===== config.mk =====
export PLATFORM = sky130hd
export DESIGN_NAME = quad_frame_sched
export DESIGN_NICKNAME = d
export VERILOG_FILES = /design/src/rtl/qfs_pkg.sv /design/src/rtl/qfs_tick.sv /design/src/rtl/qfs_build.sv /design/src/rtl/qfs_stream.sv /design/src/rtl/qfs_seq.sv /design/src/rtl/quad_frame_sched.sv
export SDC_FILE = /design/constraint.sdc
export NUM_CORES = 1
export LEC_CHECK = 0
export BUFFER_PORTS_ARGS = -buffer_cell sky130_fd_sc_hd__buf_2
export CORE_MARGIN = 2
export CORE_UTILIZATION = 63
export DETAILED_ROUTE_END_ITERATION = 10
export HOLD_SLACK_MARGIN = 0.15
export PLACE_DENSITY = 0.94
export SYNTH_ARGS = -nofsm -noshare
export SYNTH_HDL_FRONTEND = slang
export SYNTH_SLANG_ARGS = --single-unit

===== constraint.sdc =====
create_clock -name clk_i -period 12.6 [get_ports clk_i]
set_clock_uncertainty 0.2 [all_clocks]
set_input_delay 3.78 -clock clk_i [delete_from_list [all_inputs] [get_ports clk_i]]
set_output_delay 3.78 -clock clk_i [all_outputs]
set_load 0.02 [all_outputs]

===== src/rtl/qfs_pkg.sv =====
`timescale 1ns/1ps
package qfs_pkg;
  localparam int PKT_BYTES = 16;
  localparam int HOPS      = 4;
  localparam int SUM_BYTES = 14;
  localparam int SUM_POS   = 14;

  localparam logic [7:0] BIND_CHAN = 8'h2D;
  localparam logic [7:0] HDR_LEN   = 8'h0F;
  localparam logic [7:0] KIND_BIND = 8'hA4;
  localparam logic [7:0] KIND_FLY  = 8'hA6;
  localparam logic [7:0] RATE_HI   = 8'hF7;
  localparam logic [7:0] SW_TAKEOFF = 8'h20;
  localparam logic [7:0] SW_ESTOP   = 8'h04;
  localparam logic [9:0] THR_MID   = 10'h200;
  localparam logic [5:0] THR_TRIM  = 6'h1F;

  typedef logic [PKT_BYTES-1:0][7:0] pkt_t;
  typedef logic [HOPS-1:0][7:0]      hops_t;

  function automatic logic [7:0] rev8(input logic [7:0] b);
    logic [7:0] r;
    for (int i = 0; i < 8; i++) r[i] = b[7-i];
    return r;
  endfunction

  function automatic logic [7:0] axis_hi(input logic [7:0] trim, input logic [9:0] v);
    return {trim[7:2], v[9:8]};
  endfunction
endpackage


===== src/rtl/qfs_tick.sv =====
`timescale 1ns/1ps
module qfs_tick #(
  parameter int DIV = 200
) (
  input  logic clk_i,
  input  logic rst_ni,
  output logic tick_o
);
  localparam int CW = (DIV > 1) ? $clog2(DIV) : 1;
  localparam logic [CW-1:0] C_LAST = CW'(DIV - 1);

  logic [CW-1:0] cnt_q;

  assign tick_o = (cnt_q == C_LAST);

  always_ff @(posedge clk_i or negedge rst_ni) begin
    if (!rst_ni)     cnt_q <= '0;
    else if (tick_o) cnt_q <= '0;
    else             cnt_q <= cnt_q + 1'b1;
  end
endmodule


===== src/rtl/qfs_build.sv =====
`timescale 1ns/1ps
module qfs_build
  import qfs_pkg::*;
(
  input  logic       bind_i,
  input  logic       hold_i,
  input  logic [9:0] roll_i,
  input  logic [9:0] pitch_i,
  input  logic [9:0] thr_i,
  input  logic [9:0] yaw_i,
  input  logic [7:0] roll_trim_i,
  input  logic [7:0] pitch_trim_i,
  input  logic [7:0] yaw_trim_i,
  input  logic       takeoff_i,
  input  logic       estop_i,
  input  logic [31:0] dev_id_i,
  input  hops_t      hop_i,
  output pkt_t       pkt_o
);
  logic [9:0] thr_v;
  logic [7:0] sum;
  pkt_t       body;

  assign thr_v = hold_i ? THR_MID : thr_i;

  always_comb begin
    body    = '0;
    body[0] = HDR_LEN;
    if (bind_i) begin
      body[1] = KIND_BIND;
      body[2] = rev8(dev_id_i[23:16]);
      body[3] = rev8(dev_id_i[31:24]);
      body[4] = rev8(dev_id_i[7:0]);
      body[5] = rev8(dev_id_i[15:8]);
      for (int k = 0; k < HOPS; k++) body[6+k] = hop_i[k] - 8'd2;
    end else begin
      body[1]  = KIND_FLY;
      body[2]  = RATE_HI;
      body[4]  = (takeoff_i ? SW_TAKEOFF : 8'h00) | (estop_i ? SW_ESTOP : 8'h00);
      body[5]  = axis_hi(roll_trim_i, roll_i);
      body[6]  = roll_i[7:0];
      body[7]  = axis_hi(pitch_trim_i, pitch_i);
      body[8]  = pitch_i[7:0];
      body[9]  = {THR_TRIM, thr_v[9:8]};
      body[10] = thr_v[7:0];
      body[11] = axis_hi(yaw_trim_i, yaw_i);
      body[12] = yaw_i[7:0];
    end
  end

  always_comb begin
    sum = '0;
    for (int i = 0; i < SUM_BYTES; i++) sum = sum + body[i];
  end

  always_comb begin
    pkt_o          = body;
    pkt_o[SUM_POS] = sum;
  end
endmodule


===== src/rtl/qfs_stream.sv =====
`timescale 1ns/1ps
module qfs_stream
  import qfs_pkg::*;
(
  input  logic       clk_i,
  input  logic       rst_ni,
  input  logic       load_i,
  input  pkt_t       pkt_i,
  output logic [7:0] data_o,
  output logic       valid_o,
  input  logic       ready_i,
  output logic       last_o
);
  localparam int IW = $clog2(PKT_BYTES);
  localparam logic [IW-1:0] I_LAST = IW'(PKT_BYTES - 1);

  pkt_t          buf_q;
  logic [IW-1:0] idx_q;
  logic          valid_q;

  always_ff @(posedge clk_i or negedge rst_ni) begin
    if (!rst_ni) begin
      buf_q   <= '0;
      idx_q   <= '0;
      valid_q <= 1'b0;
    end else if (load_i) begin
      buf_q   <= pkt_i;
      idx_q   <= '0;
      valid_q <= 1'b1;
    end else if (valid_q && ready_i) begin
      if (idx_q == I_LAST) valid_q <= 1'b0;
      else                 idx_q   <= idx_q + 1'b1;
    end
  end

  assign data_o  = buf_q[idx_q];
  assign valid_o = valid_q;
  assign last_o  = valid_q && (idx_q == I_LAST);

  // an offered byte waits unchanged for the consumer
  assert_hold_stall_R8: assert property (@(posedge clk_i) disable iff (!rst_ni)
    (valid_q && !ready_i && !load_i) |=> (valid_q && $stable(data_o) && $stable(last_o)));

  // a build always restarts at byte 0 with data offered
  assert_restart_R9: assert property (@(posedge clk_i) disable iff (!rst_ni)
    load_i |=> (valid_q && idx_q == '0));
endmodule


===== src/rtl/qfs_seq.sv =====
`timescale 1ns/1ps
module qfs_seq
  import qfs_pkg::*;
#(
  parameter int GAP_US       = 1260,
  parameter int PERIOD_US    = 5200,
  parameter int BIND_PERIODS = 384,
  parameter int HOLD_PKTS    = 200
) (
  input  logic        clk_i,
  input  logic        rst_ni,
  input  logic        tick_i,
  input  logic [31:0] hop_tbl_i,
  output logic        load_o,
  output logic        bind_o,
  output logic        hold_o,
  output logic        send_o,
  output logic        addr_sel_o,
  output logic [7:0]  rf_chan_o,
  output hops_t       hop_eff_o
);
  localparam int UW = $clog2(PERIOD_US);
  localparam int BW = (BIND_PERIODS > 0) ? $clog2(BIND_PERIODS + 1) : 1;
  localparam int HW = $clog2(HOLD_PKTS + 2);
  localparam int IW = $clog2(HOPS);
  localparam logic [UW-1:0] U_LAST = UW'(PERIOD_US - 1);
  localparam logic [UW-1:0] U_GAP  = UW'(GAP_US);
  localparam logic [BW-1:0] B_INIT = BW'(BIND_PERIODS);
  localparam logic [BW-1:0] B_ONE  = BW'(1);
  localparam logic [HW-1:0] H_MAX  = HW'(HOLD_PKTS);

  genvar g;
  generate
    for (g = 0; g < HOPS; g++) begin : g_hop
      assign hop_eff_o[g] = (hop_tbl_i[8*g +: 8] == BIND_CHAN) ?
                            (BIND_CHAN + 8'd1) : hop_tbl_i[8*g +: 8];
    end
  endgenerate

  logic [UW-1:0] us_q;
  logic          send_q, post_q, init_q, asel_q;
  logic [BW-1:0] bind_q;
  logic [IW-1:0] hop_q, hop_next;
  logic [HW-1:0] hold_q;
  logic [7:0]    chan_q;
  logic          at_a, at_b, bind_next, forced;

  assign at_a      = tick_i && (us_q == '0);
  assign at_b      = tick_i && (us_q == U_GAP);
  assign load_o    = init_q || post_q;
  assign bind_next = post_q ? (bind_q > B_ONE) : (bind_q != '0);
  assign hop_next  = post_q ? (hop_q + 1'b1) : hop_q;
  assign forced    = (hold_q <= H_MAX);

  always_ff @(posedge clk_i or negedge rst_ni) begin
    if (!rst_ni) begin
      us_q   <= '0;
      send_q <= 1'b0;
      post_q <= 1'b0;
      init_q <= 1'b1;
      bind_q <= B_INIT;
      hop_q  <= '0;
      hold_q <= '0;
      chan_q <= BIND_CHAN;
      asel_q <= (BIND_PERIODS == 0);
    end else begin
      if (tick_i) us_q <= (us_q == U_LAST) ? '0 : (us_q + 1'b1);
      send_q <= at_a || at_b;
      post_q <= at_b;
      init_q <= 1'b0;
      if (load_o) begin
        if (post_q && (bind_q != '0)) bind_q <= bind_q - 1'b1;
        hop_q  <= hop_next;
        chan_q <= bind_next ? BIND_CHAN : hop_eff_o[hop_next];
        asel_q <= !bind_next;
        if (!bind_next && forced) hold_q <= hold_q + 1'b1;
      end
    end
  end

  assign bind_o     = bind_next;
  assign hold_o     = forced;
  assign send_o     = send_q;
  assign addr_sel_o = asel_q;
  assign rf_chan_o  = chan_q;

  // a send strobe lasts one cycle
  assert_strobe_single_R5: assert property (@(posedge clk_i) disable iff (!rst_ni)
    send_q |=> !send_q);

  // channel held across a send strobe
  assert_chan_stable_R7: assert property (@(posedge clk_i) disable iff (!rst_ni)
    send_q |-> $stable(chan_q));

  // address select never reverts to the bind address
  assert_addr_sticky_R6: assert property (@(posedge clk_i) disable iff (!rst_ni)
    asel_q |=> asel_q);

  // bind address goes with the bind channel
  assert_bind_chan_R6: assert property (@(posedge clk_i) disable iff (!rst_ni)
    !asel_q |-> (chan_q == BIND_CHAN));

  // a hop channel never lands on the bind channel
  assert_hop_not_bind_R7: assert property (@(posedge clk_i) disable iff (!rst_ni)
    (asel_q && !init_q) |-> (chan_q != BIND_CHAN));
endmodule


===== src/rtl/quad_frame_sched.sv =====
`timescale 1ns/1ps
module quad_frame_sched
  import qfs_pkg::*;
#(
  parameter int CLK_PER_US   = 200,
  parameter int GAP_US       = 1260,
  parameter int PERIOD_US    = 5200,
  parameter int BIND_PERIODS = 384,
  parameter int HOLD_PKTS    = 200
) (
  input  logic        clk_i,
  input  logic        rst_ni,
  input  logic [9:0]  roll_i,
  input  logic [9:0]  pitch_i,
  input  logic [9:0]  thr_i,
  input  logic [9:0]  yaw_i,
  input  logic [7:0]  roll_trim_i,
  input  logic [7:0]  pitch_trim_i,
  input  logic [7:0]  yaw_trim_i,
  input  logic        takeoff_i,
  input  logic        estop_i,
  input  logic [31:0] dev_id_i,
  input  logic [31:0] hop_tbl_i,
  output logic [7:0]  pkt_data_o,
  output logic        pkt_valid_o,
  input  logic        pkt_ready_i,
  output logic        pkt_last_o,
  output logic [7:0]  rf_chan_o,
  output logic        addr_sel_o,
  output logic        send_o
);
  logic  tick, load, bind_mode, hold;
  hops_t hop_eff;
  pkt_t  pkt;

  qfs_tick #(.DIV(CLK_PER_US)) u_tick (
    .clk_i (clk_i),
    .rst_ni(rst_ni),
    .tick_o(tick)
  );

  qfs_seq #(
    .GAP_US      (GAP_US),
    .PERIOD_US   (PERIOD_US),
    .BIND_PERIODS(BIND_PERIODS),
    .HOLD_PKTS   (HOLD_PKTS)
  ) u_seq (
    .clk_i     (clk_i),
    .rst_ni    (rst_ni),
    .tick_i    (tick),
    .hop_tbl_i (hop_tbl_i),
    .load_o    (load),
    .bind_o    (bind_mode),
    .hold_o    (hold),
    .send_o    (send_o),
    .addr_sel_o(addr_sel_o),
    .rf_chan_o (rf_chan_o),
    .hop_eff_o (hop_eff)
  );

  qfs_build u_build (
    .bind_i      (bind_mode),
    .hold_i      (hold),
    .roll_i      (roll_i),
    .pitch_i     (pitch_i),
    .thr_i       (thr_i),
    .yaw_i       (yaw_i),
    .roll_trim_i (roll_trim_i),
    .pitch_trim_i(pitch_trim_i),
    .yaw_trim_i  (yaw_trim_i),
    .takeoff_i   (takeoff_i),
    .estop_i     (estop_i),
    .dev_id_i    (dev_id_i),
    .hop_i       (hop_eff),
    .pkt_o       (pkt)
  );

  qfs_stream u_stream (
    .clk_i  (clk_i),
    .rst_ni (rst_ni),
    .load_i (load),
    .pkt_i  (pkt),
    .data_o (pkt_data_o),
    .valid_o(pkt_valid_o),
    .ready_i(pkt_ready_i),
    .last_o (pkt_last_o)
  );
endmodule


==> out/qor.log <==
INFO  clock_network  cts_setup_buffers=0
INFO  hold_path      hold_path.startpoint=u_seq.rf_chan_o[1]
INFO  clock_network  tritoncts_num_sinks=154
INFO  synthesis      syn-mean-instance-area=9.73um2
INFO  final_layout   leading_cell_type_in_the_layout_fill_and_taps_excluded=sky130_fd_sc_hd__dfrtp_1
INFO  setup_path     reg2reg_from=u_seq.bind_q[2]
INFO  sta            tightest_slew=1.11ns
INFO  sta            hold_viol=0
INFO  detailed_routing initialDrtViolationCount=987
INFO  setup_path     endpoint_kind=flip-flop
INFO  clock_network  htreeDepth=4
INFO  sta            worst_slew_margin_rel=25.5%
INFO  hold_path      hp-class=reg -> reg
INFO  sta            grt_setup_unrepaired=no
INFO  clock_network  tritoncts_clock_tree=yes
INFO  detailed_routing drt.antenna.violating_nets=0
INFO  detailed_routing viasPerCell=6.32
INFO  clock_network  numCtsBuffers=17
INFO  sta            fin_crit_sh=77.7%
INFO  place          pre_cts_ws=2.61ns
INFO  floorplan      starting_density_of_the_core=64.1%
INFO  setup_path     timing.critical_path.mode_cell=sky130_fd_sc_hd__fa_1
INFO  place          dp_hpwl=19800um
INFO  grt            grt_util_all_layers=36.1%
INFO  hold_path      holdPathEnd=u_seq.rf_chan_o[1]
INFO  detailed_routing num_vias=8806
INFO  synthesis      synth_edf_count=0
INFO  grt            wire_length_of_the_first_global_routing_pass=46000um
INFO  final_layout   final_nets=1384
INFO  detailed_routing wirelength=28700um
INFO  floorplan      total_die_area=17100um2
INFO  pwr            power.switching=560uW
INFO  synthesis      postSynth.topFlopCell=sky130_fd_sc_hd__dfrtp_1
INFO  setup_path     critPathBufInv=3
INFO  setup_path     crit_start_category=input pin
INFO  pwr            clock_network_fraction_of_total_power=33.1%
INFO  synthesis      synth-seq-area-share=38.1%
INFO  setup_path     timing.critical_path.max_delay_family=adder cells
INFO  sta            max_freq=0.102GHz
INFO  sta            final-max-slew-violation-count=0
INFO  clock_network  cts_resized=0
INFO  sta            setup_tns=0ns
INFO  setup_path     r2r_end=u_stream.buf_q[119]
INFO  clock_network  clk_latency=0.45ns
INFO  setup_path     regToRegSetupSlack=5.19ns
INFO  setup_path     critical_path.cell_chain=buf_2 > nor4b_1 > a41oi_1 > ha_1 > nand2b_1 > a31oi_1 > fa_1 > inv_1 > fa_1 > fa_1 > fa_1 > fa_1 > inv_1 > ha_1 > a21o_1 > a21oi_1 > o21bai_1 > a21oi_1 > xnor2_1 > xnor3_1 > a21oi_1
INFO  setup_path     cpMaxStageDelayCell=sky130_fd_sc_hd__nor4b_1
INFO  setup_path     critical_path_required=12.77ns
INFO  pwr            power_leakage=5.33nW
INFO  sta            worst_slack=2.81ns
INFO  floorplan      die_w=131um
INFO  floorplan      io-pin-count=153
INFO  setup_path     arrival_time_of_data_at_the_critical_path_endpoint=9.97ns
INFO  setup_path     critical_path.max_stage_delay=0.58ns
INFO  pwr            combPwrFrac=31.8%
INFO  synthesis      post_synth_instance_area=10100um2
INFO  final_layout   antenna_diode_count=0
INFO  pwr            power.share.switching=34.3%
INFO  detailed_routing drc_errors=0
INFO  place          place_congestion=0.953
INFO  synthesis      ys_seq_elements=154
INFO  pwr            vdd.ir_drop.worst=0.119mV
INFO  pwr            seqPwrFrac=35.1%
INFO  hold_path      holdPathStages=2
INFO  synthesis      asyncSetResetFlopFracSynth=100%
INFO  floorplan      core.rowCount=46
INFO  grt            pin_count_of_the_biggest_net_entering_global_routing=97
INFO  sta            total_setup_violations_reported_at_the_end_of_the_flow=0
INFO  sta            min_period=9.79ns
INFO  floorplan      floorplan.core_area=15800um2
INFO  setup_path     path_max_fanout=3
INFO  detailed_routing drt_pass1_iterations=6
INFO  pwr            power-per-cell-area=140nW/um2
INFO  pwr            internal_power=1.07mW
INFO  run            max_cap_viols=0
INFO  clock_network  clk_path_buf_depth=2
INFO  grt            grt.overflow.total=0
INFO  synthesis      synth_fp_nets=1261
INFO  synthesis      post_synth_inst_count=1042
INFO  clock_network  cts-root-buf=sky130_fd_sc_hd__clkbuf_16
INFO  final_layout   layout.cells.most_common_list=sky130_fd_sc_hd__dfrtp_1, sky130_fd_sc_hd__buf_2, sky130_fd_sc_hd__nand2_1
INFO  final_layout   layout_overhead_on_the_synthesized_area=14.8%
INFO  grt            vias_in_the_first_global_route=9149
INFO  synthesis      synth.yosys.warnings=0
INFO  setup_path     r2r.worst_path.cells=21
INFO  grt            grt_antenna_before_repair=0
INFO  place          placement.io_buffers=146
INFO  clock_network  ctsHoldBuffers=0
INFO  final_layout   post_route_cells_drive_above_1_share=21.2%
INFO  run_status     run_status=complete, no violations
INFO  setup_path     path_depth=21
INFO  setup_path     crit_type=in -> reg
INFO  detailed_routing routedWlPerCell=20.6um
INFO  floorplan      chipHeight=131um
INFO  synthesis      synthDistinctLibCells=58
INFO  clock_network  clk_pin_slew=0.07ns
## worst reg2reg max path, cell delays in order, from the launching register on
cell and delay [ns]:
sky130_fd_sc_hd__dfrtp_1 0.44, sky130_fd_sc_hd__nor4_4 0.33, sky130_fd_sc_hd__or3b_1 0.47, sky130_fd_sc_hd__or3_4 0.65, sky130_fd_sc_hd__nor2_1 0.56, sky130_fd_sc_hd__nand2_1 0.24
sky130_fd_sc_hd__fa_1 0.55, sky130_fd_sc_hd__inv_1 0.05, sky130_fd_sc_hd__fa_1 0.50, sky130_fd_sc_hd__inv_1 0.05, sky130_fd_sc_hd__fa_1 0.46, sky130_fd_sc_hd__fa_1 0.53
sky130_fd_sc_hd__fa_1 0.55, sky130_fd_sc_hd__inv_1 0.07, sky130_fd_sc_hd__ha_1 0.32, sky130_fd_sc_hd__a21o_1 0.18, sky130_fd_sc_hd__a21oi_1 0.25, sky130_fd_sc_hd__o21bai_1 0.10
sky130_fd_sc_hd__a21oi_1 0.21, sky130_fd_sc_hd__xnor2_1 0.22, sky130_fd_sc_hd__xnor3_1 0.28, sky130_fd_sc_hd__a21oi_1 0.14
## cell families after synthesis
logic type / share of synthesized area [%]
flip-flops: 38.1
AO/OA/AOI/OAI: 9.29
buffers and inverters: 5.21
adder cells (fa/ha/maj): 14.9
AND/OR/NAND/NOR: 16.2
XOR/XNOR: 6.23
other: 0.0370
multiplexers: 10.1
## synth_stat cells, drive strengths merged, types with 8 or more instances
| cell type | count | area share, % |
|---|---|---|
| clkbuf | 39 | 1.4 |
| mux4 | 24 | 5.3 |
| nand4 | 8 | 0.49 |
| nor2 | 105 | 3.9 |
| inv | 90 | 3.3 |
| and2 | 20 | 1.2 |
| o21ai | 66 | 3.3 |
| ha | 28 | 3.5 |
| buf | 10 | 0.43 |
| a31oi | 20 | 1.2 |
| a21oi | 54 | 2.7 |
| mux2i | 22 | 2.2 |
| xnor2 | 48 | 4.1 |
| nor3 | 12 | 0.75 |
| dfrtp | 147 | 36 |
| xor2 | 19 | 1.6 |
| nand3 | 19 | 0.94 |
| mux2 | 23 | 2.6 |
| nand2 | 142 | 5.3 |
| nand2b | 14 | 0.86 |
| fa | 58 | 11 |
## metal layers
layer	share of wire, %	track usage, %	vias up
li1	-	-	3716
met1	34	42.1	4273
met2	49	58.9	629
met3	9.5	10.3	188
met4	7.5	23.6	0
met5	0	0	-
## final cells by class
class                      count  area [um2]
multi-input combinational    749        5770
fill                         967        4190
sequential                   154        3860
timing repair buffer         153         790
clock buffer                  17         425
inverter                      90         338
tap                          216         270
clock inverter                15         190
## how the worst max path moves through the flow
stage	from	end
6_report	hop_tbl_i[7]	u_stream.buf_q[119]
5_1_grt	hop_tbl_i[7]	u_stream.buf_q[119]
4_1_cts	hop_tbl_i[7]	u_stream.buf_q[119]
3_5_place_dp	hop_tbl_i[15]	u_stream.buf_q[119]
3_3_place_gp	hop_tbl_i[15]	u_stream.buf_q[119]
2_1_floorplan	hop_tbl_i[20]	u_stream.buf_q[119]
## power by group through the flow
stage	logic, mW	registers, mW	clock network [mW]
floorplan	0.345	0.571	0
global placement	0.455	0.573	0
detailed placement	0.490	0.578	0
CTS	0.510	0.570	0.540
global route	0.574	0.575	0.565
finish	0.520	0.573	0.541
## registers in the layout, indices dropped and copies added (netlist names)
name and count:
u_seq.send_o 1, u_seq.init_q 1, u_seq.us_q 13, u_stream.buf_q 98, u_stream.idx_q 4, u_stream.valid_o 1
u_seq.hop_q 2, u_seq.post_q 1, u_seq.rf_chan_o 8, u_tick.cnt_q 8, u_seq.hold_q 8, u_seq.bind_q 9
## stage by stage
step / instance area (um2) / instances / hold WS (ns) / util, % / power [mW]
6_report: 11600 / 1394 / 0.271 / 73.5 / 1.63
5_1_grt: 11600 / 1394 / 0.290 / 73.5 / 1.71
3_3_place_gp: 11000 / 1362 / 0.246 / 69.7 / 1.03
2_1_floorplan: 10100 / 1042 / 0.233 / - / 0.916
3_5_place_dp: 11000 / 1362 / 0.257 / 69.7 / 1.07
4_1_cts: 11600 / 1394 / 0.276 / 73.5 / 1.62
No activity file was read; power rests on OpenSTA's default activity.
